`src/rtl/wpt_pkg.sv`:
```
package wpt_pkg;
  localparam int ADDR_W   = 32;
  localparam int ASID_W   = 8;
  localparam int MASK_W   = 9;
  localparam int GRAN_LSB = 3;
  localparam int KINDS    = 3;

  typedef enum logic [1:0] {
    ACC_FETCH = 2'd0,
    ACC_LOAD  = 2'd1,
    ACC_STORE = 2'd2,
    ACC_NONE  = 2'd3
  } acc_kind_e;

  // bit 2 fetch, bit 1 load, bit 0 store
  function automatic logic [KINDS-1:0] kind_onehot(input logic [1:0] k);
    case (k)
      ACC_FETCH: kind_onehot = 3'b100;
      ACC_LOAD:  kind_onehot = 3'b010;
      ACC_STORE: kind_onehot = 3'b001;
      default:   kind_onehot = 3'b000;
    endcase
  endfunction
endpackage

```
`src/rtl/wpt_regs.sv`:
```
module wpt_regs
  import wpt_pkg::*;
#(
  parameter bit CHAIN_NEXT = 1'b0
) (
  input  logic                       clk,
  input  logic                       rst_n,
  input  logic                       wr_en,
  input  logic                       sel,
  input  logic [ADDR_W-1:0]          wdata,
  input  logic [KINDS-1:0]           set_sts,
  output logic [ADDR_W-1:GRAN_LSB]   watch_addr,
  output logic [KINDS-1:0]           en,
  output logic [MASK_W-1:0]          mask,
  output logic [ASID_W-1:0]          asid,
  output logic                       global_en,
  output logic [KINDS-1:0]           sts,
  output logic [ADDR_W-1:0]          rdata
);
  localparam int MASK_LSB = GRAN_LSB;
  localparam int ASID_LSB = 16;
  localparam int GLB_BIT  = 30;
  localparam int CHN_BIT  = 31;

  logic             wr_lo, wr_hi;
  logic [KINDS-1:0] clr_sts;
  logic [ADDR_W-1:0] lo_word, hi_word;

  assign wr_lo   = wr_en && !sel;
  assign wr_hi   = wr_en && sel;
  assign clr_sts = wr_hi ? wdata[KINDS-1:0] : '0;

  always_ff @(posedge clk or negedge rst_n) begin
    if (!rst_n) begin
      watch_addr <= '0;
      en         <= '0;
      mask       <= '0;
      asid       <= '0;
      global_en  <= 1'b0;
      sts        <= '0;
    end else begin
      if (wr_lo) begin
        watch_addr <= wdata[ADDR_W-1:GRAN_LSB];
        en         <= wdata[KINDS-1:0];
      end
      if (wr_hi) begin
        mask      <= wdata[MASK_LSB +: MASK_W];
        asid      <= wdata[ASID_LSB +: ASID_W];
        global_en <= wdata[GLB_BIT];
      end
      // a new hit outranks a clear in the same cycle
      sts <= (sts & ~clr_sts) | set_sts;
    end
  end

  always_comb begin
    lo_word = {watch_addr, en};
    hi_word = '0;
    hi_word[CHN_BIT]                = CHAIN_NEXT;
    hi_word[GLB_BIT]                = global_en;
    hi_word[ASID_LSB +: ASID_W]     = asid;
    hi_word[MASK_LSB +: MASK_W]     = mask;
    hi_word[KINDS-1:0]              = sts;
    rdata = sel ? hi_word : lo_word;
  end
endmodule

```
`src/rtl/wpt_cmp.sv`:
```
module wpt_cmp
  import wpt_pkg::*;
(
  input  logic                     acc_valid,
  input  logic [1:0]               acc_kind,
  input  logic [ADDR_W-1:0]        acc_addr,
  input  logic [ASID_W-1:0]        cur_asid,
  input  logic [ADDR_W-1:GRAN_LSB] watch_addr,
  input  logic [KINDS-1:0]         en,
  input  logic [MASK_W-1:0]        mask,
  input  logic [ASID_W-1:0]        asid,
  input  logic                     global_en,
  output logic                     req,
  output logic [KINDS-1:0]         hit_kind
);
  logic [ADDR_W-1:GRAN_LSB] care, diff;
  logic [KINDS-1:0]         kind_oh;
  logic                     addr_hit, type_hit, id_hit;

  always_comb begin
    care = '1;
    care[GRAN_LSB +: MASK_W] = ~mask;
    diff     = (acc_addr[ADDR_W-1:GRAN_LSB] ^ watch_addr) & care;
    addr_hit = (diff == '0);
    kind_oh  = kind_onehot(acc_kind);
    type_hit = |(kind_oh & en);
    id_hit   = global_en || (asid == cur_asid);
    req      = acc_valid && type_hit && addr_hit && id_hit;
    hit_kind = req ? kind_oh : '0;
  end
endmodule

```
`src/rtl/wpt_match.sv`:
```
module wpt_match
  import wpt_pkg::*;
#(
  parameter bit CHAIN_NEXT = 1'b0
) (
  input  logic              clk,
  input  logic              rst_n,
  input  logic              reg_wr_en,
  input  logic              reg_sel,
  input  logic [31:0]       reg_wdata,
  output logic [31:0]       reg_rdata,
  input  logic              acc_valid,
  input  logic [1:0]        acc_kind,
  input  logic [31:0]       acc_addr,
  input  logic [7:0]        cur_asid,
  output logic              watch_req
);
  logic [ADDR_W-1:GRAN_LSB] w_addr;
  logic [KINDS-1:0]         w_en, w_sts, w_hit;
  logic [MASK_W-1:0]        w_mask;
  logic [ASID_W-1:0]        w_asid;
  logic                     w_glb;

  wpt_regs #(.CHAIN_NEXT(CHAIN_NEXT)) u_regs (
    .clk       (clk),
    .rst_n     (rst_n),
    .wr_en     (reg_wr_en),
    .sel       (reg_sel),
    .wdata     (reg_wdata),
    .set_sts   (w_hit),
    .watch_addr(w_addr),
    .en        (w_en),
    .mask      (w_mask),
    .asid      (w_asid),
    .global_en (w_glb),
    .sts       (w_sts),
    .rdata     (reg_rdata)
  );

  wpt_cmp u_cmp (
    .acc_valid (acc_valid),
    .acc_kind  (acc_kind),
    .acc_addr  (acc_addr),
    .cur_asid  (cur_asid),
    .watch_addr(w_addr),
    .en        (w_en),
    .mask      (w_mask),
    .asid      (w_asid),
    .global_en (w_glb),
    .req       (watch_req),
    .hit_kind  (w_hit)
  );
endmodule

```
`config.mk`:
```
export PLATFORM = sky130hd
export DESIGN_NAME = wpt_match
export DESIGN_NICKNAME = d
export VERILOG_FILES = /design/src/rtl/wpt_pkg.sv /design/src/rtl/wpt_regs.sv /design/src/rtl/wpt_cmp.sv /design/src/rtl/wpt_match.sv
export SDC_FILE = /design/constraint.sdc
export NUM_CORES = 1
export LEC_CHECK = 0
export BUFFER_PORTS_ARGS = -buffer_cell sky130_fd_sc_hd__buf_2
export CAP_MARGIN = 25
export CORE_ASPECT_RATIO = 0.6
export CORE_UTILIZATION = 49
export CTS_CLUSTER_SIZE = 25
export DETAILED_ROUTE_END_ITERATION = 6
export PLACE_DENSITY_LB_ADDON = 0.2
export SETUP_SLACK_MARGIN = 0.15
export SKIP_CTS_REPAIR_TIMING = 1
export SLEW_MARGIN = 20
export SYNTH_ARGS = -nofsm -noshare
export SYNTH_HDL_FRONTEND = slang
export SYNTH_HIERARCHICAL = 1
export SYNTH_SLANG_ARGS = --single-unit
```
`constraint.sdc`:
```
create_clock -name clk -period 2.25 [get_ports clk]
set_input_delay 0.45 -clock clk [delete_from_list [all_inputs] [get_ports clk]]
set_output_delay 0.45 -clock clk [all_outputs]
set_load 0.05 [all_outputs]
```
======== Word level (Yosys, flattened, before mapping) ========
Index checks and enable logic that the tools add are counted.
storage, ports and cells
  memories kept ........................... 0
  register bits after elaboration ......... 53
  output and inout bits ................... 33
  latch bits .............................. 0
  logic and storage cells ................. 30
  memory bits (read-only) ................. 0
  input port bits ......................... 79
  RAM bits ................................ 0
cells by class
  mux-type cells .......................... 4
  magnitude comparators ................... 0
  bitwise operators ....................... 7
  $add $sub $neg .......................... 0
  eq/ne operators ......................... 3
  shift-type cells ........................ 0
  divide/modulo/power cells ............... 0
  reductions and logical operators ........ 10
  multiply operators ...................... 0
operators with widths
  cell                                                              count
  32-bit 2-to-1 mux                                                 1
  29-bit AND                                                        1
  29-bit zero test                                                  1
  29-bit XOR                                                        1
  9-bit inverter                                                    1
  3-bit case mux with 3 select lines                                1
  8-bit == test                                                     1
  3-bit AND                                                         2
  3-bit 2-to-1 mux                                                  2
  1-bit logical AND                                                 5
  3-bit inverter                                                    1
  3-bit OR                                                          1
  3-bit OR reduction                                                1
  2-bit by 1-bit == test with 1-bit output (second input constant)  1
  2-bit == test (second input constant)                             1
  2-bit zero test                                                   1
  1-bit zero test                                                   1
  1-bit logical OR                                                  1

======== Depth between registers and ports, before layout ========
Gate-level depths: netlist of the first run.
  word-level depth ........................ 9
  depth in mapped cells ................... 6
  gate-level depth less buffers ........... 6

======== Hierarchy ========
The synthesis of the first run kept the hierarchy.
modules (own cells, without submodules)
  module    cells each  area each (um^2)  instances
  wpt_regs  152         2,358.5           1
  wpt_cmp   61          506.7             1

======== Worst setup path before layout of the first run ========
OpenSTA, ideal clock, no wires.
  path type ............................... in2out
  start ................................... in cur_asid[3]
  end ..................................... out watch_req
  stages on the path ...................... 5
  path buffers ............................ 0
  setup slack ............................. -255 ps
  data arrival time ....................... 2,055 ps
  data required time ...................... 1,800 ps
  cells stage by stage .................... xor2_1 nor4_2 a21oi_1 or4_4 nor2_1
on the way
  word-level cells in the longest chain between the ends .. 3
ends and longest elaborated chain
  what                RTL line         text
  start: declaration  wpt_match.sv:15  input logic [7:0] cur_asid,
  8-bit == test       wpt_cmp.sv:27    id_hit = global_en || (asid == cur_asid);
  1-bit logical OR    wpt_cmp.sv:27
  1-bit logical AND   wpt_cmp.sv:28    req = acc_valid && type_hit && addr_hit && id_hit;
  end: declaration    wpt_match.sv:16  output logic watch_req
Every way passes these cells.

======== Worst setup path after layout of the first run ========
  start ................................... reg u_regs.asid[3]
  end ..................................... out watch_req
on the way
  word-level cells in the longest chain between the ends .. 3
ends and longest elaborated chain
  what                      RTL line        text
  start: declaration        wpt_regs.sv:15  output logic [ASID_W-1:0] asid,
  start signal: assignment  wpt_regs.sv:48  asid <= wdata[ASID_LSB +: ASID_W];
  8-bit == test             wpt_cmp.sv:27
  1-bit logical OR          wpt_cmp.sv:27
  1-bit logical AND         wpt_cmp.sv:28
Every way passes these cells.

==> flow_metrics.env, run 1 <==
export IMPL_die_h_um=61.23
export IMPL_min_path_type="in -> reg"
export IMPL_finalHoldViolations=0
export IMPL_crit_required_ns=1.80
export IMPL_regArea_mm2=0.001326
export IMPL_ant_nets=0
export IMPL_pwr_share_comb_pct=35.1
export IMPL_ys_types=29
export IMPL_pwr_share_seq_pct=45.1
export IMPL_min_period_ns=2.487
export IMPL_die_x_um=100.7
export IMPL_antenna_found_initial=0
export IMPL_p_leak_nw=1.682
export IMPL_dpl_cell_area_mm2=0.003527
export IMPL_clock_latency_ns=0.30
export IMPL_intPower_w=0.001711
export IMPL_clockPowerShare_pct=19.8
export IMPL_violations="negative setup slack"
export IMPL_crit_path_cell_trace="xor2_1 > nor4_2 > a21oi_1 > or4_4 > nor2_4 > buf_6"
export IMPL_p_sw_w=0.0009698
export IMPL_slew_violations=0
export IMPL_drtPass1Iterations=4
export IMPL_clockRootBuffer="clkbuf_8"
export IMPL_setup_ws_ns=-0.2375
export IMPL_crit_type="reg -> out"
export IMPL_drt_iter0_drc=44
export IMPL_finalSetupViolations=1
export IMPL_num_vias=2054
export IMPL_path_max_fanout=2
export IMPL_grt_pass1_vias=1981
export IMPL_cpPeakStageDelay_ns=0.45
export IMPL_multi_input_comb_area_mm2=0.001491
export IMPL_area_delta_synth_final_pct=27.86
export IMPL_ir_drop_mv=0.4087
export IMPL_grt_max_degree=47
export IMPL_period_share_pct=110.6
export IMPL_synth_cells=213
export IMPL_hpwl_mm=4.684
export IMPL_ys_seq_elements=53
export IMPL_relSlewSlack_pct=66.68
export IMPL_postLayoutCellArea_mm2=0.003664
export IMPL_antennaDiodeCount=0
export IMPL_start_kind="flop"
export IMPL_max_cap_violations=0
export IMPL_ios=112
export IMPL_crit_slowest_cell="or4_4"
export IMPL_fin_nets=407
export IMPL_die_area_mm2=0.006167
export IMPL_clkSinkCount=53
export IMPL_grt_setup_unrepaired="true"
export IMPL_fin_skew_ns=0.009254
export IMPL_fill_cells=487
export IMPL_clk_pin_slew_ns=0.09
export IMPL_drcViolationCount=0
export IMPL_clock_path_buffers=2
export IMPL_worstPathArrival_ns=2.04
export IMPL_grt_total_usage_pct=21.95
export IMPL_grt_pass1_wl_mm=10.03
export IMPL_synth_area_mm2=0.002865
export IMPL_viasPerCell=5.022
export IMPL_synth_nets=292
export IMPL_grt_overflow=0
export IMPL_avgSynthCellArea_um2=13.45
export IMPL_cts_buffers=5
export IMPL_p_total_w=0.002681
export IMPL_routedWlPerCell_um=15.49
export IMPL_start_util_pct=51.20
export IMPL_timing_fmax_mhz=402.0
export IMPL_place_gp_congestion=0.7573
export IMPL_drive_gt1_share_pct=62.61
export IMPL_crit_path_end_kind="output pin"
export IMPL_sw_frac_of_total_pct=36.17
export IMPL_io_buffers=108
export IMPL_core_rowCount=21
export IMPL_tightestPinTransition_ns=0.4980
export IMPL_cts_htree_levels=2
export IMPL_yosysWarningCount=6
export IMPL_post_place_cells=399
export IMPL_instances_no_fill=409
export IMPL_outcome="finished with violations"
export IMPL_core_area_mm2=0.005597
export IMPL_powerDensity_mw_per_mm2=731.9
export IMPL_seq_area_frac_synth_pct=46.29
export IMPL_cts_tree="done"
export IMPL_wirelength_mm=6.334
## path summary, 6_finish.rpt
check	start	to	slack, ns	cells after the start
worst max-delay path	u_regs/asid[3]$_DFFE_PN0N_	watch_req	-0.24	6
worst min-delay path	reg_wdata[13]	u_regs/watch_addr[13]$_DFFE_PN0P_	0.37	2
worst max register to register	u_regs/asid[3]$_DFFE_PN0N_	u_regs/sts[0]$_DFF_PN0_	0.22	7
worst min register to register	u_regs/sts[2]$_DFF_PN0_	u_regs/sts[2]$_DFF_PN0_	0.49	1
max in group asynchronous	rst_n	u_regs/watch_addr[28]$_DFFE_PN0P_	1.22	3
min in group asynchronous	rst_n	u_regs/asid[6]$_DFFE_PN0N_	0.51	2
## worst max-delay path: cells and delay by family, from the launching register on
kind                      cells  cell delay (ns)
xor gates and xnor gates      1             0.16
buffers and inverters         1             0.16
and+or+nand+nor               3             0.88
AOI/OAI and AO/OA             1             0.13
DFF                           1             0.40
## cells in the mapped netlist (all sizes together)
cell type | count | area, um^2
nor2 | 1 | 3.750
nand3 | 5 | 25.02
o221ai | 1 | 15.01
xor2 | 11 | 96.34
nor4 | 6 | 50.04
clkbuf | 1 | 3.750
o21ai | 1 | 5.000
dfrtp | 53 | 1326
o211ai | 1 | 7.510
nor2b | 12 | 77.58
o22ai | 2 | 12.51
nor4b | 1 | 15.01
xnor2 | 26 | 227.7
a21oi | 1 | 5.000
nand2 | 1 | 6.260
inv | 1 | 3.750
buf | 8 | 77.57
a21o | 3 | 22.52
or4 | 1 | 11.26
o22a | 1 | 8.760
mux2i | 1 | 10.01
nand4 | 4 | 25.02
mux2 | 71 | 829.6
## power groups by stage
stage	clock, W	sequential, W	combinational (W)
4_1_cts	0.000547	0.00121	0.000938
3_5_place_dp	0	0.00123	0.000934
6_report	0.000531	0.00121	0.000941
3_3_place_gp	0	0.00122	0.000922
5_1_grt	0.000596	0.00123	0.00100
2_1_floorplan	0	0.00119	0.000709
## per-layer routing
metal / GRT usage (%) / up-vias / part of all wire (%)
li1: - / 982 / -
met1: 31.96 / 998 / 50
met2: 33.27 / 70 / 43
met3: 5.675 / 4 / 6.6
met4: 4.969 / 0 / 0.58
met5: 0 / - / 0
## cells by family (layout without fill, tap and decap cells)
family / count (synthesis) / count (layout) / synth area share (%)
AO/OA/AOI/OAI: 10 / 10 / 2.663
multiplexers: 72 / 72 / 29.30
XOR/XNOR: 37 / 37 / 11.31
flip-flops: 53 / 53 / 46.29
buffers and inverters: 10 / 126 / 2.969
AND/OR/NAND/NOR: 31 / 31 / 7.467
## area by class of cell
type,instances,area share [%]
inverters,1,0.1025
well taps,80,2.732
clock inverters,2,0.4098
flip-flops and latches,53,36.20
clock buffers,6,1.981
multi-input cells,150,40.71
repair buffers,117,17.86
## cells in the final DEF, fill, tap and decap left out, drive strengths merged, types with 2 or more instances in the layout
cell type / instances
nand4: 4
clkbuf: 6
buf: 116
mux2: 71
nor4: 6
nand3: 5
xnor2: 26
o22ai: 2
nor2b: 12
dfrtp: 53
clkinvlp: 2
a21o: 3
xor2: 11
## registers in the layout, summed over array words and instances (netlist names)
name	flops
u_regs/watch_addr	29
u_regs/mask	9
u_regs/asid	8
u_regs/en	3
u_regs/global_en	1
u_regs/sts	3
## per-stage QoR
| stage | setup WS [ns] | hold slack [ns] | utilization, % | TNS (ns) |
|---|---|---|---|---|
| 2_1_floorplan | 0.1273 | 0.1544 | - | 0 |
| 4_1_cts | -0.4167 | -0.02102 | 64.59 | -0.4167 |
| 5_1_grt | -0.2946 | 0.3570 | 65.46 | -0.2946 |
| 3_3_place_gp | -0.1736 | 0.3136 | 63.02 | -0.1736 |
| 3_5_place_dp | -0.1813 | 0.3151 | 63.02 | -0.1813 |
| 6_report | -0.2375 | 0.3745 | 65.46 | -0.2375 |
Note: power is estimated with default switching activity, not from simulation.
==> run 2, diff against run 1 <==
--- a/config.mk
+++ b/config.mk
@@ -5,10 +5,10 @@
 export SDC_FILE = /design/constraint.sdc
 export NUM_CORES = 1
 export LEC_CHECK = 0
+export ABC_AREA = 1
 export BUFFER_PORTS_ARGS = -buffer_cell sky130_fd_sc_hd__buf_2
-export CAP_MARGIN = 25
 export CORE_ASPECT_RATIO = 0.6
-export CORE_UTILIZATION = 49
+export CORE_UTILIZATION = 51
 export CTS_CLUSTER_SIZE = 25
 export DETAILED_ROUTE_END_ITERATION = 6
 export PLACE_DENSITY_LB_ADDON = 0.2
==> run 2 against run 1 <==
  * The flow now finishes without violations
  * Fmax is 15% higher
  * Global-route usage is 3.9 points higher
  * Synthesized cell count is 150% higher
  * Combinational power is 9.8% lower
  * Critical path type unchanged
  * Largest cell class unchanged
==> flow_metrics.env, run 2 <==
export IMPL_die_x_um=106.3
export IMPL_clock_latency_ns=0.30
export IMPL_grt_pass1_vias=3014
export IMPL_crit_path_frequent_cell="nand2_1"
export IMPL_powerDensity_mw_per_mm2=645.6
export IMPL_clkSinkCount=53
export IMPL_slew_violations=0
export IMPL_place_gp_congestion=0.8708
export IMPL_finalSetupViolations=0
export IMPL_ir_drop_mv=0.3004
export IMPL_critPathLaunch="u_regs/watch_addr[27]$_DFFE_PN0P_"
export IMPL_post_synth_top_count_cell="nand2_1"
export IMPL_synth_largest_area_cell="dfrtp_1"
export IMPL_num_vias=3467
export IMPL_synth_area_leaders="dfrtp_1, nand2_1, nand3_1"
export IMPL_fill_cells=602
export IMPL_core_rowCount=22
export IMPL_ys_types=20
export IMPL_critPathTopFamily="simple AND/OR/NAND/NOR gates"
export IMPL_reg_largest_list="u_regs/watch_addr x29, u_regs/mask x9, u_regs/asid x8"
export IMPL_grt_total_usage_pct=25.81
export IMPL_antenna_found_initial=0
export IMPL_clockPowerShare_pct=22.4
export IMPL_pwr_share_comb_pct=32.5
export IMPL_clk_pin_slew_ns=0.09
export IMPL_tightestPinTransition_ns=0.6798
export IMPL_period_share_pct=96.46
export IMPL_synth_top_area_share_pct=39.88
export IMPL_drive_gt1_share_pct=22.41
export IMPL_routedWlPerCell_um=11.94
export IMPL_max_cap_violations=0
export IMPL_ys_seq_elements=53
export IMPL_start_util_pct=53.70
export IMPL_r2r_slack_ns=0.78
export IMPL_min_period_ns=2.170
export IMPL_wirelength_mm=8.620
export IMPL_fin_skew_ns=0.007161
export IMPL_die_h_um=64.55
export IMPL_crit_required_ns=1.80
export IMPL_final_common_cell="nand2_1"
export IMPL_worstReg2RegEnd="u_regs/sts[1]$_DFF_PN0_"
export IMPL_crit_slowest_cell="dfrtp_1"
export IMPL_instances_no_fill=722
export IMPL_grt_pass1_wl_mm=13.86
export IMPL_area_delta_synth_final_pct=21.75
export IMPL_p_leak_nw=2.552
export IMPL_grt_overflow=0
export IMPL_regMostFlops="u_regs/watch_addr"
export IMPL_die_area_mm2=0.006858
export IMPL_viasPerCell=4.802
export IMPL_final_cell_mix="nand2_1, buf_2, inv_1"
export IMPL_crit_path_end_kind="output pin"
export IMPL_drt_iter0_drc=265
export IMPL_drtPass1Iterations=5
export IMPL_yosysWarningCount=6
export IMPL_pwr_share_seq_pct=45.1
export IMPL_worstPathArrival_ns=1.72
export IMPL_grt_setup_unrepaired="true"
export IMPL_synth_nets=608
export IMPL_fin_nets=716
export IMPL_synth_commonest_cells="nand2_1, inv_1, nand3_1"
export IMPL_start_kind="flop"
export IMPL_hold_slack_ns=0.2587
export IMPL_cts_htree_levels=2
export IMPL_cpPeakStageDelay_ns=0.42
export IMPL_clock_path_buffers=2
export IMPL_crit_type="reg -> out"
export IMPL_async_reset_ff_share_pct=100.0
export IMPL_hpwl_mm=6.318
export IMPL_synth_area_mm2=0.003326
export IMPL_p_sw_w=0.0009966
export IMPL_ios=112
export IMPL_synth_edff_count=0
export IMPL_outcome="complete, no violations"
export IMPL_intPower_w=0.001618
export IMPL_cts_tree="done"
export IMPL_synth_cells=529
export IMPL_timing_fmax_mhz=460.8
export IMPL_io_buffers=108
export IMPL_drcViolationCount=0
export IMPL_r2r_cells=12
export IMPL_avgSynthCellArea_um2=6.287
export IMPL_crit_path_cell_trace="inv_1 > nand2_1 > nand2_1 > nor2_1 > nand2_1 > nor2_2 > nand2_1 > nor2_2 > nand2_2 > inv_2 > buf_6"
export IMPL_grt_max_degree=54
export IMPL_min_path_type="in -> async"
export IMPL_largest_reg_flops=29
export IMPL_cts_buffers=5
export IMPL_core_area_mm2=0.006193
export IMPL_relSlewSlack_pct=54.68
export IMPL_post_place_cells=707
export IMPL_synth_top_flop_cell="dfrtp_1"
export IMPL_finalHoldViolations=0
export IMPL_seq_area_frac_synth_pct=39.88
export IMPL_ant_nets=0
export IMPL_clockRootBuffer="clkbuf_8"
export IMPL_cp_num_buf_inv=3
export IMPL_sw_frac_of_total_pct=38.12
export IMPL_r2r_start="u_regs/watch_addr[27]$_DFFE_PN0P_"
export IMPL_path_max_fanout=4
export IMPL_antennaDiodeCount=0
==> run 2: logic make-up (layout without fill, tap and decap cells) <==
kind of cell | count (synthesis) | after routing | synth area share [%]
compound gates | 6 | 6 | 1.016
xor+xnor | 5 | 5 | 1.317
buf+inv | 91 | 200 | 12.27
flops | 53 | 53 | 39.88
simple gates | 374 | 374 | 45.52
==> run 2: per-layer routing <==
metal	track usage (%)	part of all wire [%]	wire length (um)
met1	38.29	49	4185
met2	39.29	43	3697
met3	5.332	8.2	706
met4	4.340	0.36	31
met5	0	0	0
==> run 2: stage by stage <==
| stage | total power, W | utilization, % | setup WS (ns) | TNS (ns) | instance area (um^2) |
|---|---|---|---|---|---|
| 2_1_floorplan | 0.001767 | - | 0.3967 | 0 | 3326 |
| 3_5_place_dp | 0.002018 | 62.67 | 0.2055 | 0 | 3881 |
| 6_report | 0.002614 | 65.37 | 0.07964 | 0 | 4049 |
| 3_3_place_gp | 0.001994 | 62.67 | 0.2097 | 0 | 3881 |
| 4_1_cts | 0.002597 | 64.30 | -0.003489 | -0.003489 | 3983 |
| 5_1_grt | 0.002790 | 65.37 | -0.02993 | -0.02993 | 4049 |
==> run 2: worst max-delay path by stage <==
stage | end | slack, ns | cells past startpoint
4_1_cts | watch_req | -0.003 | 9
3_5_place_dp | watch_req | 0.21 | 12
6_report | watch_req | 0.08 | 11
5_1_grt | watch_req | -0.03 | 11
2_1_floorplan | reg_rdata[12] | 0.40 | 3
3_3_place_gp | watch_req | 0.21 | 12
==> run 2: area by class of cell <==
class                           instances  area [um^2]  area share (%)
Sequential cell                        53         1326           32.76
Timing Repair Buffer                  122        651.9           16.10
Inverter                               70        265.3           6.551
Clock inverter                          1        5.005          0.1236
Clock buffer                            7        96.34           2.379
Multi-Input combinational cell        385         1599           39.49
Tap cell                               84        105.1           2.596
==> run 2: power by group through the flow <==
stage | clock network, W | registers (W) | logic [W]
finish | 0.000587 | 0.00118 | 0.000849
global route | 0.000650 | 0.00120 | 0.000944
CTS | 0.000596 | 0.00118 | 0.000824
detailed placement | 0 | 0.00120 | 0.000822
global placement | 0 | 0.00119 | 0.000806
floorplan | 0 | 0.00116 | 0.000604
==> run 3, diff against run 2 <==
==> constraint.sdc (replaced) <==
create_clock -name clk -period 2.17 [get_ports clk]
set_input_delay 0.434 -clock clk [delete_from_list [all_inputs] [get_ports clk]]
set_output_delay 0.434 -clock clk [all_outputs]
set_load 0.05 [all_outputs]
==> run 3 against run 2 <==
  * Hold slack got worse by 0.18 ns
  * Sequential power increased by 4%
  * Setup slack got worse by 0.049 ns
  * Clock-buffer cell count decreased by 2
  * First-iteration DRC count decreased by 5.7%
  * Global-route usage increased by 0.77 points
  * Via count increased by 0.23%
  * Final area decreased by 0.68%
  * Routed wire length decreased by 0.97%
  * Flip-flop and latch count unchanged
  * Critical endpoint unchanged
==> flow_metrics.env, run 3 (synthesis results as in run 2) <==
export IMPL_place_gp_congestion=0.8931
export IMPL_grt_setup_unrepaired="true"
export IMPL_crit_type="reg -> out"
export IMPL_pwr_share_seq_pct=47.2
export IMPL_relSlewSlack_pct=68.26
export IMPL_sw_frac_of_total_pct=38.77
export IMPL_r2r_start="u_regs/watch_addr[21]$_DFFE_PN0P_"
export IMPL_critPathTopFamily="simple AND/OR/NAND/NOR gates"
export IMPL_maxUsedRoutingLayer="met4"
export IMPL_largest_reg_flops=29
export IMPL_area_delta_synth_final_pct=20.92
export IMPL_cp_num_buf_inv=3
export IMPL_num_vias=3475
export IMPL_drt_iter0_drc=250
export IMPL_critPathLaunch="u_regs/watch_addr[21]$_DFFE_PN0P_"
export IMPL_setup_ws_ns=0.03027
export IMPL_core_rowCount=22
export IMPL_reg_largest_list="u_regs/watch_addr x29, u_regs/mask x9, u_regs/asid x8"
export IMPL_fin_skew_ns=0.003350
export IMPL_clock_path_buffers=2
export IMPL_routedWlPerCell_um=11.94
export IMPL_fin_setup_tns_ns=0
export IMPL_wirelength_mm=8.536
export IMPL_core_area_mm2=0.006193
export IMPL_die_h_um=64.55
export IMPL_worstPathArrival_ns=1.71
export IMPL_grt_overflow=0
export IMPL_multi_input_comb_area_mm2=0.001594
export IMPL_ir_drop_mv=0.3062
export IMPL_crit_path_frequent_cell="nand2_1"
export IMPL_fin_nets=711
export IMPL_p_leak_nw=2.525
export IMPL_max_cap_violations=0
export IMPL_cts_buffers=5
export IMPL_wl_met2_mm=3.605
export IMPL_r2r_slack_ns=0.58
export IMPL_grt_pass1_vias=3047
export IMPL_crit_slowest_cell="dfrtp_1"
export IMPL_clockPowerShare_pct=19.6
export IMPL_timing_fmax_mhz=467.3
export IMPL_fill_cells=602
export IMPL_drive_gt1_share_pct=21.39
export IMPL_regMostFlops="u_regs/watch_addr"
export IMPL_clkSinkCount=53
export IMPL_drtPass1Iterations=4
export IMPL_r2r_cells=13
export IMPL_antenna_found_initial=0
export IMPL_intPower_w=0.001592
export IMPL_final_common_cell="nand2_1"
export IMPL_period_share_pct=98.60
export IMPL_finalSetupViolations=0
export IMPL_clk_pin_slew_ns=0.09
export IMPL_outcome="complete, no violations"
export IMPL_cpPeakStageDelay_ns=0.44
export IMPL_drcViolationCount=0
export IMPL_dr_wl_met3_um=650
export IMPL_ant_nets=0
export IMPL_regArea_mm2=0.001328
export IMPL_start_util_pct=53.70
export IMPL_p_sw_w=0.001008
export IMPL_start_kind="flop"
export IMPL_min_path_type="in -> async"
export IMPL_tightestPinTransition_ns=0.4761
export IMPL_clockRootBuffer="clkbuf_8"
export IMPL_crit_required_ns=1.74
export IMPL_grt_total_usage_pct=26.59
export IMPL_grt_pass1_wl_mm=14.21
export IMPL_antennaDiodeCount=0
export IMPL_crit_path_cell_trace="inv_1 > nand2_1 > nand2_1 > nor2_1 > nand2_1 > nor2_2 > nand2_1 > nor2_2 > nand2_2 > inv_2 > buf_8"
export IMPL_finalHoldViolations=0
export IMPL_die_area_mm2=0.006858
export IMPL_hold_slack_ns=0.07963
export IMPL_pwr_share_comb_pct=33.2
export IMPL_ios=112
export IMPL_powerDensity_mw_per_mm2=646.5
export IMPL_hpwl_mm=6.427
export IMPL_slew_violations=0
export IMPL_final_cell_mix="nand2_1, buf_2, inv_1"
export IMPL_p_total_w=0.002600
export IMPL_clock_latency_ns=0.29
export IMPL_crit_path_end_kind="output pin"
export IMPL_path_depth=11
export IMPL_grt_max_degree=42
export IMPL_postLayoutCellArea_mm2=0.004021
export IMPL_viasPerCell=4.860
export IMPL_cts_tree="done"
export IMPL_dpl_cell_area_mm2=0.003919
export IMPL_io_buffers=108
export IMPL_cts_htree_levels=2
export IMPL_path_max_fanout=4
export IMPL_min_period_ns=2.140
export IMPL_die_x_um=106.3
export IMPL_dp_slack_ns=0.1472
export IMPL_wl_met1_mm=4.230
==> run 3: path summary, 6_finish.rpt <==
check / end
worst max-delay path: watch_req
worst min-delay path: u_regs/watch_addr[7]$_DFFE_PN0P_
worst max register to register: u_regs/sts[0]$_DFF_PN0_
worst min register to register: u_regs/sts[1]$_DFF_PN0_
max in group asynchronous: u_regs/sts[2]$_DFF_PN0_
min in group clk: u_regs/watch_addr[28]$_DFFE_PN0P_
==> run 3: final cells by class <==
class	instances	share of cell area [%]
Inverter	70	6.596
Clock inverter	1	0.1245
Multi-Input combinational cell	385	39.64
Timing Repair Buffer	117	16.30
Sequential cell	53	33.01
Clock buffer	5	1.711
Tap cell	84	2.614
==> run 3: routing by layer <==
layer,up-vias,global-route usage (%)
met5,-,0
li1,1776,-
met2,119,40.42
met4,0,4.688
met1,1574,39.61
met3,6,5.131
==> run 3: stage by stage <==
step / util, % / std cells
after global routing: 64.93 / 715
final: 64.93 / 715
after floorplan: - / 529
after detailed placement: 63.27 / 707
after global placement: 63.27 / 707
after CTS: 64.46 / 713
==> run 3: worst reg2reg max path: stages, from the launching register on <==
cell     delay (ns)
dfrtp_1        0.44
inv_1          0.07
nand2_1        0.06
nand2_1        0.05
nor2_1         0.08
nand2_1        0.07
nor2_2         0.14
nand2_1        0.08
nor2_2         0.13
nand2_2        0.10
buf_4          0.15
nor2_1         0.09
inv_1          0.04
nand2_1        0.06
==> run 3: power by group through the flow <==
stage	Clock, W	Combinational [W]	Sequential [W]
after floorplan	0	0.000626	0.00121
after global placement	0	0.000844	0.00123
after detailed placement	0	0.000863	0.00124
after CTS	0.000520	0.000864	0.00122
after global routing	0.000575	0.000966	0.00124
final	0.000510	0.000864	0.00123
